**src/rtl/dmagc_pkg.sv**
```systemverilog
package dmagc_pkg;
  localparam int unsigned OFS_CTRL  = 32'h1000;
  localparam int unsigned OFS_CHAIN = 32'h1004;
  localparam int unsigned OFS_BELL  = 32'h100C;
  localparam int unsigned OFS_DPEND = 32'h1010;
  localparam int unsigned OFS_DCLR  = 32'h1014;
  localparam int unsigned OFS_PMASK = 32'h101C;

  localparam int CB_EN     = 0;
  localparam int CB_SPC    = 1;
  localparam int CB_AERR   = 2;
  localparam int CB_HALT   = 3;
  localparam int CB_RTE    = 16;
  localparam int CB_RCH_LO = 17;
  localparam int RCH_W     = 5;

  typedef enum logic {CLR_KEEP_MASK, CLR_WRITE_ONES} clr_mode_e;

  typedef struct packed {
    logic [RCH_W-1:0] rch;
    logic             rte;
    logic             halt;
    logic             aerr;
    logic             spc;
    logic             en;
  } ctrl_t;
endpackage

```
**src/rtl/dmagc_pend_bank.sv**
```systemverilog
module dmagc_pend_bank
  import dmagc_pkg::*;
#(
  parameter int        N    = 32,
  parameter clr_mode_e MODE = CLR_KEEP_MASK
) (
  input  logic         clk,
  input  logic         rst_n,
  input  logic [N-1:0] set_i,
  input  logic         clr_stb,
  input  logic [N-1:0] clr_data,
  output logic [N-1:0] pend_o
);
  logic [N-1:0] pend_q, pend_nxt, kept;

  if (MODE == CLR_KEEP_MASK) begin : g_keep
    assign kept = clr_stb ? (pend_q & clr_data) : pend_q;
  end else begin : g_w1c
    assign kept = clr_stb ? (pend_q & ~clr_data) : pend_q;
  end

  always_comb begin
    pend_nxt = kept | set_i;
  end

  always_ff @(posedge clk or negedge rst_n) begin
    if (!rst_n) pend_q <= '0;
    else        pend_q <= pend_nxt;
  end

  assign pend_o = pend_q;

  // an event is never lost to a same-cycle clear
  a_r6_set_wins: assert property (@(posedge clk) disable iff (!rst_n)
    (set_i != '0) |=> ((pend_q & $past(set_i)) == $past(set_i)));

  // a clear alone never raises a bit
  a_r4_no_spurious_set: assert property (@(posedge clk) disable iff (!rst_n)
    (set_i == '0) |=> ((pend_q & ~$past(pend_q)) == '0));
endmodule

```
**src/rtl/dmagc_ctrl.sv**
```systemverilog
module dmagc_ctrl
  import dmagc_pkg::*;
#(
  parameter int N = 32
) (
  input  logic         clk,
  input  logic         rst_n,
  input  logic         wr_stb,
  input  ctrl_t        wfield,
  input  logic [N-1:0] halt_in,
  input  logic [N-1:0] aerr_in,
  output ctrl_t        ctrl_o
);
  ctrl_t c_q, c_nxt;

  always_comb begin
    c_nxt = c_q;
    if (wr_stb) begin
      c_nxt.en   = wfield.en;
      c_nxt.spc  = wfield.spc;
      c_nxt.rte  = wfield.rte;
      c_nxt.rch  = wfield.rch;
      c_nxt.aerr = c_q.aerr & wfield.aerr;
      c_nxt.halt = c_q.halt & wfield.halt;
    end
    c_nxt.aerr = c_nxt.aerr | (|aerr_in);
    c_nxt.halt = c_nxt.halt | (|halt_in);
  end

  always_ff @(posedge clk or negedge rst_n) begin
    if (!rst_n) c_q <= '0;
    else        c_q <= c_nxt;
  end

  assign ctrl_o = c_q;

  // any halt pulse leaves the summary set
  a_r3_halt_sticky: assert property (@(posedge clk) disable iff (!rst_n)
    (|halt_in) |=> c_q.halt);

  // software alone cannot raise the halt summary
  a_r3_no_sw_set: assert property (@(posedge clk) disable iff (!rst_n)
    (!c_q.halt && !(|halt_in)) |=> !c_q.halt);

  // address-error summary follows any error pulse
  a_r3_aerr_sticky: assert property (@(posedge clk) disable iff (!rst_n)
    (|aerr_in) |=> c_q.aerr);
endmodule

```
**src/rtl/dmagc_bell.sv**
```systemverilog
module dmagc_bell #(
  parameter int N = 32
) (
  input  logic         clk,
  input  logic         rst_n,
  input  logic         wr_stb,
  input  logic [N-1:0] wdata,
  input  logic         glb_en,
  input  logic [N-1:0] pmask,
  output logic [N-1:0] fetch_go
);
  logic [N-1:0] go_q, go_nxt;

  always_comb begin
    go_nxt = '0;
    if (wr_stb && glb_en) go_nxt = wdata & ~pmask;
  end

  always_ff @(posedge clk or negedge rst_n) begin
    if (!rst_n) go_q <= '0;
    else        go_q <= go_nxt;
  end

  assign fetch_go = go_q;

  // masked channels stay quiet
  a_r8_masked_quiet: assert property (@(posedge clk) disable iff (!rst_n)
    1'b1 |=> ((go_q & $past(pmask)) == '0));

  // no pulse while globally disabled
  a_r8_disabled_quiet: assert property (@(posedge clk) disable iff (!rst_n)
    !glb_en |=> (go_q == '0));

  // a pulse only follows a doorbell write
  a_r7_needs_write: assert property (@(posedge clk) disable iff (!rst_n)
    (go_q != '0) |-> $past(wr_stb));
endmodule

```
**src/rtl/dma_glbctl.sv**
```systemverilog
module dma_glbctl
  import dmagc_pkg::*;
#(
  parameter int NUM_CH = 32,
  parameter int ADDR_W = 13,
  parameter int DATA_W = 32
) (
  input  logic              clk,
  input  logic              rst_n,
  input  logic              reg_en,
  input  logic              reg_we,
  input  logic [ADDR_W-1:0] reg_addr,
  input  logic [DATA_W-1:0] reg_wdata,
  output logic [DATA_W-1:0] reg_rdata,
  input  logic [NUM_CH-1:0] ch_done,
  input  logic [NUM_CH-1:0] ch_desc_done,
  input  logic [NUM_CH-1:0] ch_halt,
  input  logic [NUM_CH-1:0] ch_addr_err,
  output logic [NUM_CH-1:0] fetch_go,
  output logic              dma_irq,
  output logic              desc_irq,
  output logic              ictl_irq
);
  logic [1:0] rst_pipe;
  logic       rst_sn;

  always_ff @(posedge clk or negedge rst_n) begin
    if (!rst_n) rst_pipe <= '0;
    else        rst_pipe <= {rst_pipe[0], 1'b1};
  end
  assign rst_sn = rst_pipe[1];

  logic wr, rd;
  logic hit_ctrl, hit_chain, hit_bell, hit_dpend, hit_dclr, hit_pmask;

  assign wr        = reg_en & reg_we;
  assign rd        = reg_en & ~reg_we;
  assign hit_ctrl  = (reg_addr == ADDR_W'(OFS_CTRL));
  assign hit_chain = (reg_addr == ADDR_W'(OFS_CHAIN));
  assign hit_bell  = (reg_addr == ADDR_W'(OFS_BELL));
  assign hit_dpend = (reg_addr == ADDR_W'(OFS_DPEND));
  assign hit_dclr  = (reg_addr == ADDR_W'(OFS_DCLR));
  assign hit_pmask = (reg_addr == ADDR_W'(OFS_PMASK));

  ctrl_t ctrl, wfield;
  always_comb begin
    wfield      = '0;
    wfield.en   = reg_wdata[CB_EN];
    wfield.spc  = reg_wdata[CB_SPC];
    wfield.aerr = reg_wdata[CB_AERR];
    wfield.halt = reg_wdata[CB_HALT];
    wfield.rte  = reg_wdata[CB_RTE];
    wfield.rch  = reg_wdata[CB_RCH_LO +: RCH_W];
  end

  dmagc_ctrl #(.N(NUM_CH)) u_ctrl (
    .clk(clk), .rst_n(rst_sn), .wr_stb(wr & hit_ctrl), .wfield(wfield),
    .halt_in(ch_halt), .aerr_in(ch_addr_err), .ctrl_o(ctrl)
  );

  logic [NUM_CH-1:0] chain_pend, desc_pend;

  dmagc_pend_bank #(.N(NUM_CH), .MODE(CLR_KEEP_MASK)) u_chain (
    .clk(clk), .rst_n(rst_sn), .set_i(ch_done), .clr_stb(wr & hit_chain),
    .clr_data(reg_wdata[NUM_CH-1:0]), .pend_o(chain_pend)
  );

  dmagc_pend_bank #(.N(NUM_CH), .MODE(CLR_WRITE_ONES)) u_desc (
    .clk(clk), .rst_n(rst_sn), .set_i(ch_desc_done), .clr_stb(wr & hit_dclr),
    .clr_data(reg_wdata[NUM_CH-1:0]), .pend_o(desc_pend)
  );

  logic [NUM_CH-1:0] pmask_q, pmask_nxt;
  always_comb begin
    pmask_nxt = pmask_q;
    if (wr && hit_pmask) pmask_nxt = reg_wdata[NUM_CH-1:0];
  end
  always_ff @(posedge clk or negedge rst_sn) begin
    if (!rst_sn) pmask_q <= '0;
    else         pmask_q <= pmask_nxt;
  end

  dmagc_bell #(.N(NUM_CH)) u_bell (
    .clk(clk), .rst_n(rst_sn), .wr_stb(wr & hit_bell),
    .wdata(reg_wdata[NUM_CH-1:0]), .glb_en(ctrl.en), .pmask(pmask_q),
    .fetch_go(fetch_go)
  );

  logic [NUM_CH-1:0] route_oh;
  assign route_oh = ctrl.rte ? (NUM_CH'(1) << ctrl.rch) : '0;
  assign dma_irq  = |(chain_pend & ~route_oh);
  assign ictl_irq = |(chain_pend & route_oh);
  assign desc_irq = |desc_pend;

  logic [DATA_W-1:0] ctrl_word;
  always_comb begin
    ctrl_word                      = '0;
    ctrl_word[CB_EN]               = ctrl.en;
    ctrl_word[CB_SPC]              = ctrl.spc;
    ctrl_word[CB_AERR]             = ctrl.aerr;
    ctrl_word[CB_HALT]             = ctrl.halt;
    ctrl_word[CB_RTE]              = ctrl.rte;
    ctrl_word[CB_RCH_LO +: RCH_W]  = ctrl.rch;
  end

  always_comb begin
    reg_rdata = '0;
    if (rd) begin
      if (hit_ctrl)       reg_rdata = ctrl_word;
      else if (hit_chain) reg_rdata = DATA_W'(chain_pend);
      else if (hit_dpend) reg_rdata = DATA_W'(desc_pend);
      else if (hit_pmask) reg_rdata = DATA_W'(pmask_q);
    end
  end

  // a routed event never reaches the private line without routing
  a_r9_route_needs_enable: assert property (@(posedge clk) disable iff (!rst_sn)
    ictl_irq |-> ctrl.rte);

  // an unrouted chain event raises the combined line
  a_r9_chain_raises: assert property (@(posedge clk) disable iff (!rst_sn)
    (((ch_done & ~route_oh) != '0) && !(wr && hit_ctrl)) |=> dma_irq);

  // a descriptor event raises the descriptor line
  a_r10_desc_raises: assert property (@(posedge clk) disable iff (!rst_sn)
    (ch_desc_done != '0) |=> desc_irq);
endmodule

```
**config.mk**
```make
export PLATFORM = sky130hd
export DESIGN_NAME = dma_glbctl
export DESIGN_NICKNAME = d
export VERILOG_FILES = /design/src/rtl/dmagc_pkg.sv /design/src/rtl/dmagc_pend_bank.sv /design/src/rtl/dmagc_ctrl.sv /design/src/rtl/dmagc_bell.sv /design/src/rtl/dma_glbctl.sv
export SDC_FILE = /design/constraint.sdc
export NUM_CORES = 1
export LEC_CHECK = 0
export BUFFER_PORTS_ARGS = -buffer_cell sky130_fd_sc_hd__buf_4
export CELL_PAD_IN_SITES_DETAIL_PLACEMENT = 1
export CELL_PAD_IN_SITES_GLOBAL_PLACEMENT = 2
export CORE_MARGIN = 5
export CORE_UTILIZATION = 30
export CTS_CLUSTER_DIAMETER = 50
export DETAILED_ROUTE_END_ITERATION = 8
export GPL_TIMING_DRIVEN = 0
export PLACE_DENSITY_LB_ADDON = 0.1
export SLEW_MARGIN = 15
export SYNTH_ARGS = -nofsm -noshare
export SYNTH_HDL_FRONTEND = slang
export SYNTH_HIERARCHICAL = 1
export SYNTH_SLANG_ARGS = --single-unit
```
**constraint.sdc**
```tcl
create_clock -name clk -period 11.2 [get_ports clk]
set_input_delay 0 -clock clk [delete_from_list [all_inputs] [get_ports clk]]
set_output_delay 0 -clock clk [all_outputs]
set_load 0.1 [all_outputs]
```
## Yosys cells after proc, flatten, opt, wreduce, memory -nomap -nowiden

Cells that the tools add are included.

- Equal/unequal tests: 6
- Shifts and indexed selects: 1
- Mux-type cells: 10
- Bitwise operators: 21
- Reductions and logical operators: 7

Operator list:

| operator | number |
|---|---|
| $mux W32 | 9 |
| $and A32 B32 Y32 | 5 |
| $reduce_or A32 Y1 | 5 |
| $not A32 Y32 | 3 |
| $eq A13 B13 Y1 const B | 6 |
| $or A32 B32 Y32 | 2 |
| $shl A1 B5 Y32 const A | 1 |
| $and A1 B1 Y1 | 8 |
| $mux W4 | 1 |
| $logic_and A1 B1 Y1 | 2 |
| $or A1 B1 Y1 | 2 |
| $not A1 Y1 | 1 |

- Flip-flop bits (word level): 140
- Input port bits: 177
- Output and inout port bits: 67
- Word-level logic and storage cells: 56

## Logic depth before layout (Yosys ltp)

Gate-level depths: netlist of run 1.

- Word-level depth: 6
- Depth in mapped cells: 9
- Mapped depth without buffers: 6

## Hierarchy

Netlist of run 1, hierarchy kept.

Modules (own cells, without submodules):

| module | times used | cells an instance | area each (µm²) | sequential area each (µm²) |
|---|---|---|---|---|
| dma_glbctl | 1 | 314 | 2905.3 | 850.8 |
| dmagc_pend_bank at u_chain | 1 | 99 | 1263.7 | 800.8 |
| dmagc_pend_bank at u_desc | 1 | 99 | 1194.9 | 800.8 |
| dmagc_bell | 1 | 70 | 1151.1 | 800.8 |
| dmagc_ctrl | 1 | 45 | 558.0 | 250.2 |

## Least setup slack after synthesis of run 1

No wires, ideal clock.

- Path kind: input port to output port
- Start point: input port reg_addr[1]
- End point: output port reg_rdata[16]
- Arrival: 2.797 ns
- Data required time: 11.200 ns
- Path slack: 8.403 ns
- Stages: 7
- Path buffers: 2
- Cells stage by stage: or4_4 nor4b_4 and3b_1 buf_4 buf_8 a222oi_1 a21oi_1

- Longest elaborated chain between the ends: 6
- Elaborated cells on any way between the ends: 9
- Those cells by class: 4 x eq/ne; 5 x mux

RTL lines:

| element | RTL line | text |
|---|---|---|
| start, declared | dma_glbctl.sv:12 | `input logic [ADDR_W-1:0] reg_addr,` |
| $eq A13 B13 Y1 | dma_glbctl.sv:43 | `assign hit_pmask = (reg_addr == ADDR_W'(OFS_PMASK));` |
| $mux W32 | dma_glbctl.sv:112 | `else if (hit_pmask) reg_rdata = DATA_W'(pmask_q);` |
| $mux W32 | dma_glbctl.sv:111 | `else if (hit_dpend) reg_rdata = DATA_W'(desc_pend);` |
| $mux W32 | dma_glbctl.sv:110 | `else if (hit_chain) reg_rdata = DATA_W'(chain_pend);` |
| $mux W32 * | dma_glbctl.sv:109 | `if (hit_ctrl) reg_rdata = ctrl_word;` |
| $mux W32 * | dma_glbctl.sv:108 | `if (rd) begin` |
| end, declared | dma_glbctl.sv:14 | `output logic [DATA_W-1:0] reg_rdata,` |

Every way passes the cells marked *; elsewhere a longest branch is shown, timed or not.

## Final worst setup path of run 1

- Start point: register u_ctrl.c_q (netlist bit u_ctrl/ctrl_o[8])
- End point: output port ictl_irq

- Longest elaborated chain between the ends: 4

RTL lines:

| element | RTL line | text |
|---|---|---|
| start, declared | dmagc_ctrl.sv:14 | `ctrl_t c_q, c_nxt;` |
| start signal, assigned | dmagc_ctrl.sv:32 | `else c_q <= c_nxt;` |
| $shl A1 B5 Y32 | dma_glbctl.sv:90 | `assign route_oh = ctrl.rte ? (NUM_CH'(1) << ctrl.rch) : '0;` |
| $mux W32 | dma_glbctl.sv:90 |  |
| $and A32 B32 Y32 | dma_glbctl.sv:92 | `assign ictl_irq = \|(chain_pend & route_oh);` |
| $reduce_or A32 Y1 | dma_glbctl.sv:92 |  |
| end, declared | dma_glbctl.sv:22 | `output logic ictl_irq` |

Every way passes these cells.

==> impl_metrics.env, run 1 <==
export IMPL_drv_slew=0
export IMPL_die_h_um=164
export IMPL_ant_nets=0
export IMPL_io_pin_count=244
export IMPL_syn_mean_instance_area_um2=11.3
export IMPL_drt_initial_drc_count=383
export IMPL_clock_sinks=140
export IMPL_critPathSlowestCell="buf_1"
export IMPL_post_route_min_period_ns=2.84
export IMPL_drc=0
export IMPL_cp_cell_sequence="clkbuf_1, buf_1, mux2i_1, a2bb2oi_1, o22ai_1, nor2_1, nand4_1, buf_4"
export IMPL_dpl_cell_count=1191
export IMPL_cts_tree="yes"
export IMPL_synth_flop_cell="dfrtp_1"
export IMPL_worstSkewPairLatency_ns=0.44
export IMPL_ys_seq_elements=140
export IMPL_async_flop_share_pct=100
export IMPL_cap_violations=0
export IMPL_worst_slew_pin_slew_ns=0.675
export IMPL_hold_violations=0
export IMPL_clockRootBuffer="clkbuf_16"
export IMPL_wl_met2_um=16300
export IMPL_crit_buf_inv=3
export IMPL_drive_gt1_share_pct=34.5
export IMPL_clkTransAtPathRegs_ns=0.06
export IMPL_gp_congestion=0.877
export IMPL_cts_path_max_buffers=2
export IMPL_die_w_um=164
export IMPL_port_buffers=243
export IMPL_track_usage_pct=23.5
export IMPL_final_common_cell="buf_4"
export IMPL_dp_hpwl_um=22600
export IMPL_initial_utilization_pct=30.3
export IMPL_synth_edf_count=0
export IMPL_critPathTopFamily="buffers and inverters"
export IMPL_wl_per_cell_um=22.4
export IMPL_critPathArrivalTime_ns=2.84
export IMPL_seq_area_frac_synth_pct=49.5
export IMPL_wl_met1_um=12700
export IMPL_synth_area_top_cells="dfrtp_1 50%, mux2_2 6.8%, a21o_1 6.8%, a222oi_1 4.5%, and4b_1 4.5%"
export IMPL_p_leak_uw=0.00480
export IMPL_first_global_vias=8192
export IMPL_ir_drop_mv=0.0641
export IMPL_postCtsSetupBuffers=0
export IMPL_grt_max_degree=59
export IMPL_instances_no_fill=1393
export IMPL_antenna_found_initial=0
export IMPL_vias=7197
export IMPL_nNetsFinal=1238
export IMPL_finClkSkew_ns=0.0118
export IMPL_fillCellCount=2540
export IMPL_synthesis_nets=804
export IMPL_maxSlewHeadroom_pct=54.6
export IMPL_htreeDepth=4
export IMPL_drt_wl_total_um=31200
export IMPL_slowest_delay_ns=0.51
export IMPL_required_ns=11.20
export IMPL_n_antenna_cell=0
export IMPL_multi_input_area_um2=3240
export IMPL_cp_end_kind="output pin"
export IMPL_maxUsedRoutingLayer="met4"
export IMPL_yosys_area_top_type="dfrtp_1"
export IMPL_synth_cell_area_um2=7070
export IMPL_syn_to_final_growth_pct=64.6
export IMPL_viasPerCell=5.17
export IMPL_status="completed"
export IMPL_cp_max_fo=10
export IMPL_dr_pass1_iters=8
export IMPL_seq_area_um2=3510
export IMPL_grt_first_pass_wirelength_um=47400
export IMPL_wl_met3_um=1750
export IMPL_critPathKind="reg2out"
export IMPL_synth_top_area_share_pct=49.5
export IMPL_core_area_um2=23300
export IMPL_final_cell_mix="251 x buf_4, 170 x dlygate4sd3_1, 139 x dfrtp_1, 64 x a21o_1, 45 x nand2_1"
export IMPL_timing_fmax_mhz=353
export IMPL_fp_dieArea_um2=26700
export IMPL_ys_warn_count=6
export IMPL_setup_tns_final_ns=0
export IMPL_yosysUniqueCellTypes=53
export IMPL_rows=56
export IMPL_min_delay_path_class="in2reg"
export IMPL_overflow=0
export IMPL_finalCritPeriodShare_pct=25.3
export IMPL_cts_buffers=17
export IMPL_rsz0062_at_grt="no"
export IMPL_crit_path_start_kind="flip-flop"
export IMPL_p_per_area_nw_per_um2=101
export IMPL_syn_inst=627
export IMPL_finalSetupViolations=0
[per-layer routing]
metal  up-vias  GRT usage, %
met5         -             0
met4         0          6.10
met3        31          5.05
met2       230          42.8
met1      3664          28.0
li1       3272             -
[state kept, by name, indices dropped and copies added, names as in the netlist]
register         count
pmask_q             32
rst_pipe             2
u_bell/fetch_go     32
u_chain/pend_o      32
u_ctrl/ctrl_o       10
u_desc/pend_o       32
[layout make-up]
type	instances	share of cell area [%]
timing repair buffer	415	30.8
sequential	140	30.1
multi-input combinational	431	27.8
clock buffer	17	3.66
tap	319	3.43
buffer	45	2.57
clock inverter	15	1.29
inverter	11	0.355
[cells by family after synthesis]
family,count (synthesis),synth area share (%)
multiplexers,48,7.55
buffers and inverters,56,4.81
AND/OR/NAND/NOR,219,19.9
other,1,0.0530
flip-flops,140,49.5
AO/OA/AOI/OAI,163,18.2
[tightest hold or removal path, cell delays in order]
cell and delay, ns:
buf_4 0.14, nand2_1 0.06, nor2_1 0.08, and4b_1 0.21
[stage by stage]
stage	utilization [%]	instance area [um^2]	total power, uW	hold slack [ns]	worst slack, ns
after CTS	49.9	11600	1190	0.0916	8.31
after floorplan	-	7070	531	-0.296	7.01
after global routing	49.9	11600	1210	0.153	8.13
after detailed placement	40.1	9360	597	-0.211	8.51
after global placement	39.8	9300	593	-0.215	5.23
final	49.9	11600	1170	0.0977	8.36
[power breakdown]
| group | leakage [uW] | switching, uW | internal, uW |
|---|---|---|---|
| Clock | 0.000285 | 262 | 297 |
| Sequential | 0.00161 | 2.91 | 506 |
| Combinational | 0.00291 | 37.8 | 68.7 |
| Total | 0.00480 | 303 | 871 |
[synth_stat cells (3+ instances only)]
library cell	n
clkbuf_4	3
nand4b_1	3
nand2b_1	38
mux2i_1	5
o22ai_1	4
nor4_1	20
nand2_1	45
a21o_1	64
a2bb2oi_1	4
dfrtp_1	140
a21oi_1	12
and4b_1	32
o31a_1	5
o21ai_0	13
nor2_1	36
clkbuf_1	9
buf_6	8
nor4_2	8
a222oi_1	32
nand4_1	8
o21a_1	7
buf_2	14
nor3_1	6
inv_1	11
o32ai_1	12
nand4bb_1	3
mux2_2	43
buf_4	8
[what timing repair did]
item	4_1_cts	5_1_grt
hold endpoints to repair	140	0
hold buffers	170	0
resized for setup	0	0
[worst paths after layout]
check,from,endpoint,slack (ns),cells past startpoint
worst max-delay path,u_ctrl/ctrl_o[8],ictl_irq,8.36,8
worst min-delay path,reg_addr[3],u_bell/fetch_go[31],0.1,4
worst max register to register,u_ctrl/ctrl_o[3],u_ctrl/ctrl_o[3],9.78,2
worst min register to register,rst_pipe[1],pmask_q[3],0.31,0
max in group asynchronous,rst_pipe[1],pmask_q[11],10.23,1
min in group asynchronous,rst_pipe[1],pmask_q[3],0.31,0
Power figures use the tool's default switching activity.
==> run 2: changes to the inputs <==
--- a/config.mk
+++ b/config.mk
@@ -5,11 +5,12 @@
 export SDC_FILE = /design/constraint.sdc
 export NUM_CORES = 1
 export LEC_CHECK = 0
+export ABC_AREA = 1
 export BUFFER_PORTS_ARGS = -buffer_cell sky130_fd_sc_hd__buf_4
 export CELL_PAD_IN_SITES_DETAIL_PLACEMENT = 1
 export CELL_PAD_IN_SITES_GLOBAL_PLACEMENT = 2
 export CORE_MARGIN = 5
-export CORE_UTILIZATION = 30
+export CORE_UTILIZATION = 28
 export CTS_CLUSTER_DIAMETER = 50
 export DETAILED_ROUTE_END_ITERATION = 8
 export GPL_TIMING_DRIVEN = 0
==> constraint.sdc (replaced) <==
create_clock -name clk -period 2.8 [get_ports clk]
set_input_delay 0 -clock clk [delete_from_list [all_inputs] [get_ports clk]]
set_output_delay 0 -clock clk [all_outputs]
set_load 0.1 [all_outputs]
==> run 2 against run 1 <==
  * Register-to-register slack got worse by 8.4 ns
  * Hold slack better by 0.028 ns
  * Critical path depth up 4
  * Final area is 11% higher
  * Clock-buffer cell count up 1
  * Cell count is 49% higher
  * Non-clock buffer count rose by 5
  * Combinational power grew to 4.9 times the previous value
  * Global-route usage down 0.92 points
  * Clock power rose to 4.2 times the previous value
  * Largest cell class unchanged
==> impl_metrics.env, run 2 <==
export IMPL_status="completed"
export IMPL_wl_met2_um=18100
export IMPL_rows=63
export IMPL_crit_path_end="u_chain/pend_o[13]"
export IMPL_fillCellCount=3738
export IMPL_die_h_um=182
export IMPL_dp_hpwl_um=28200
export IMPL_synthesis_nets=1409
export IMPL_dr_pass1_iters=4
export IMPL_first_global_vias=9985
export IMPL_critPathArrivalTime_ns=2.79
export IMPL_core_area_um2=29500
export IMPL_rrSetupSlack_ns=1.43
export IMPL_critPathKind="in2reg"
export IMPL_drt_wl_total_um=37500
export IMPL_post_cts_resized=0
export IMPL_p_leak_uw=0.00660
export IMPL_cp_cell_sequence="buf_4, inv_1, nand2_1, nor3_2, nand3_2, clkbuf_1, nor2_1, buf_6, nand2_1, nand2_1, nand2_1, dlygate4sd3_1"
export IMPL_async_flop_share_pct=100
export IMPL_p_per_area_nw_per_um2=379
export IMPL_worstSkewPairLatency_ns=0.43
export IMPL_gp_congestion=0.857
export IMPL_cap_violations=0
export IMPL_syn_to_final_growth_pct=56.4
export IMPL_synth_cell_area_um2=8300
export IMPL_cts_path_max_buffers=2
export IMPL_seq_area_um2=3510
export IMPL_instances_no_fill=2071
export IMPL_synth_top_area_share_pct=42.2
export IMPL_io_pin_count=244
export IMPL_viasPerCell=4.50
export IMPL_clkTransAtPathRegs_ns=0.07
export IMPL_cp_max_fo=10
export IMPL_cp_end_kind="flip-flop"
export IMPL_cpMostUsedCell="nand2_1"
export IMPL_n_antenna_cell=0
export IMPL_min_delay_path_class="in2reg"
export IMPL_synth_area_top_cells="dfrtp_1 42%, nand2_1 20%, nor2_1 9.1%, inv_1 8.1%, nand3_1 4.3%"
export IMPL_crit_start="reg_addr[6]"
export IMPL_die_w_um=182
export IMPL_rsz0062_at_grt="no"
export IMPL_ys_warn_count=6
export IMPL_ant_nets=0
export IMPL_nNetsFinal=1845
export IMPL_worst_slew_pin_slew_ns=0.642
export IMPL_fp_dieArea_um2=33200
export IMPL_wl_met3_um=1900
export IMPL_drv_slew=0
export IMPL_final_common_cell="nand2_1"
export IMPL_yosysUniqueCellTypes=28
export IMPL_grt_first_pass_wirelength_um=57800
export IMPL_seq_area_frac_synth_pct=42.2
export IMPL_drt_initial_drc_count=480
export IMPL_yosys_area_top_type="dfrtp_1"
export IMPL_finalSetupViolations=0
export IMPL_hold_violations=0
export IMPL_htreeDepth=4
export IMPL_vias=9324
export IMPL_reg2reg_depth=2
export IMPL_crit_reg2reg_launch="rst_pipe[1]"
export IMPL_drive_gt1_share_pct=22.8
export IMPL_port_buffers=243
export IMPL_syn_mean_instance_area_um2=6.73
export IMPL_slowest_delay_ns=0.56
export IMPL_dpl_cell_count=1867
export IMPL_crit_path_start_kind="primary input"
export IMPL_cts_tree="yes"
export IMPL_post_route_min_period_ns=2.48
export IMPL_finalCritPeriodShare_pct=88.6
export IMPL_timing_fmax_mhz=403
export IMPL_r2r_end="u_ctrl/ctrl_o[6]"
export IMPL_drc=0
export IMPL_final_cell_mix="440 x nand2_1, 244 x buf_4, 201 x nor2_1, 179 x inv_1, 171 x dlygate4sd3_1"
export IMPL_ir_drop_mv=0.354
export IMPL_critPathSlowestCell="dlygate4sd3_1"
export IMPL_wl_met1_um=16900
export IMPL_clock_sinks=140
export IMPL_syn_inst=1232
export IMPL_required_ns=3.11
export IMPL_wl_per_cell_um=18.1
export IMPL_cts_buffers=17
export IMPL_clockRootBuffer="clkbuf_16"
export IMPL_ys_seq_elements=140
export IMPL_maxSlewHeadroom_pct=57.1
export IMPL_synth_commonest_cells="440 x nand2_1, 201 x nor2_1, 179 x inv_1"
export IMPL_overflow=0
export IMPL_multi_input_area_um2=3720
export IMPL_finClkSkew_ns=0.0238
export IMPL_synth_flop_cell="dfrtp_1"
export IMPL_initial_utilization_pct=28.1
export IMPL_synth_most_common_cell="nand2_1"
export IMPL_maxUsedRoutingLayer="met4"
export IMPL_synth_edf_count=0
export IMPL_grt_max_degree=52
export IMPL_antenna_found_initial=0
export IMPL_track_usage_pct=22.5
export IMPL_holdWs_ns=0.125
[run 2: cell count changes after synthesis, moves of 20 or more]
| cell | change |
|---|---|
| nor2_1 | +165 |
| nand2_1 | +395 |
| o21ai_2 | +35 |
| a222oi_1 | -32 |
| and4b_1 | -32 |
| nand3_1 | +71 |
| mux2_2 | -43 |
| inv_1 | +168 |
| a21o_1 | -64 |
| o21ai_0 | +20 |
| o21ai_1 | +28 |
| nand2b_1 | -38 |
[run 2: cells by family (layout without fill, tap and decap cells)]
family	after synthesis	after routing	synth area share (%)
simple gates	755	755	37.4
buf+inv	240	689	12.9
flops	140	140	42.2
other cells	1	1	0.0452
compound gates	96	96	7.38
[run 2: worst min-delay path by stage]
stage	start	endpoint	slack (ns)	cells past startpoint
6_report	reg_addr[4]	u_bell/fetch_go[0]	0.13	6
3_3_place_gp	rst_n	rst_pipe[0]	-0.22	1
5_1_grt	reg_addr[4]	u_bell/fetch_go[0]	0.16	6
2_1_floorplan	rst_n	rst_pipe[0]	-0.30	0
3_5_place_dp	rst_n	rst_pipe[0]	-0.21	1
4_1_cts	reg_addr[4]	u_bell/fetch_go[0]	0.11	6
[run 2: per-layer routing]
metal,GRT usage [%],up-vias
li1,-,4584
met5,0,-
met2,39.1,239
met1,29.7,4477
met4,4.92,0
met3,3.57,24
[run 2: critical path: cells and delay by family]
kind	cells	cell delay (ns)
AND/OR/NAND/NOR	7	1.48
buffers and inverters	5	1.29
[run 2: metrics by stage]
stage                     utilization [%]  setup TNS, ns  setup WS [ns]  cell area (um^2)  total power [uW]
after global routing                 44.0              0          0.117             13000              5090
after global placement               36.0        -108.95         -0.807             10600              2460
after floorplan                         -              0          0.474              8300              2190
final                                44.0              0          0.319             13000              4920
after detailed placement             36.2              0          0.365             10700              2470
after CTS                            44.0              0         0.0369             13000              4980
[run 2: area by class of cell]
class                   instances  area share (%)
plain buffers                  48            2.66
clock buffers                  18            3.38
clock inverters                14            1.17
inverters                     192            5.59
multi-input cells             852            28.7
flip-flops and latches        140            27.0
well taps                     390            3.76
repair buffers                417            27.7
[run 2: power breakdown]
part | internal, uW | total (uW) | switching [uW]
Clock | 1290 | 2370 | 1080
Sequential | 2020 | 2040 | 13.5
Combinational | 296 | 515 | 219
Total | 3610 | 4920 | 1310
[run 2: timing repair]
item,CTS,global route
endpoints found under the hold margin,140,0
hold buffers,172,0
setup endpoints to repair,0,1
buffers inserted,0,1
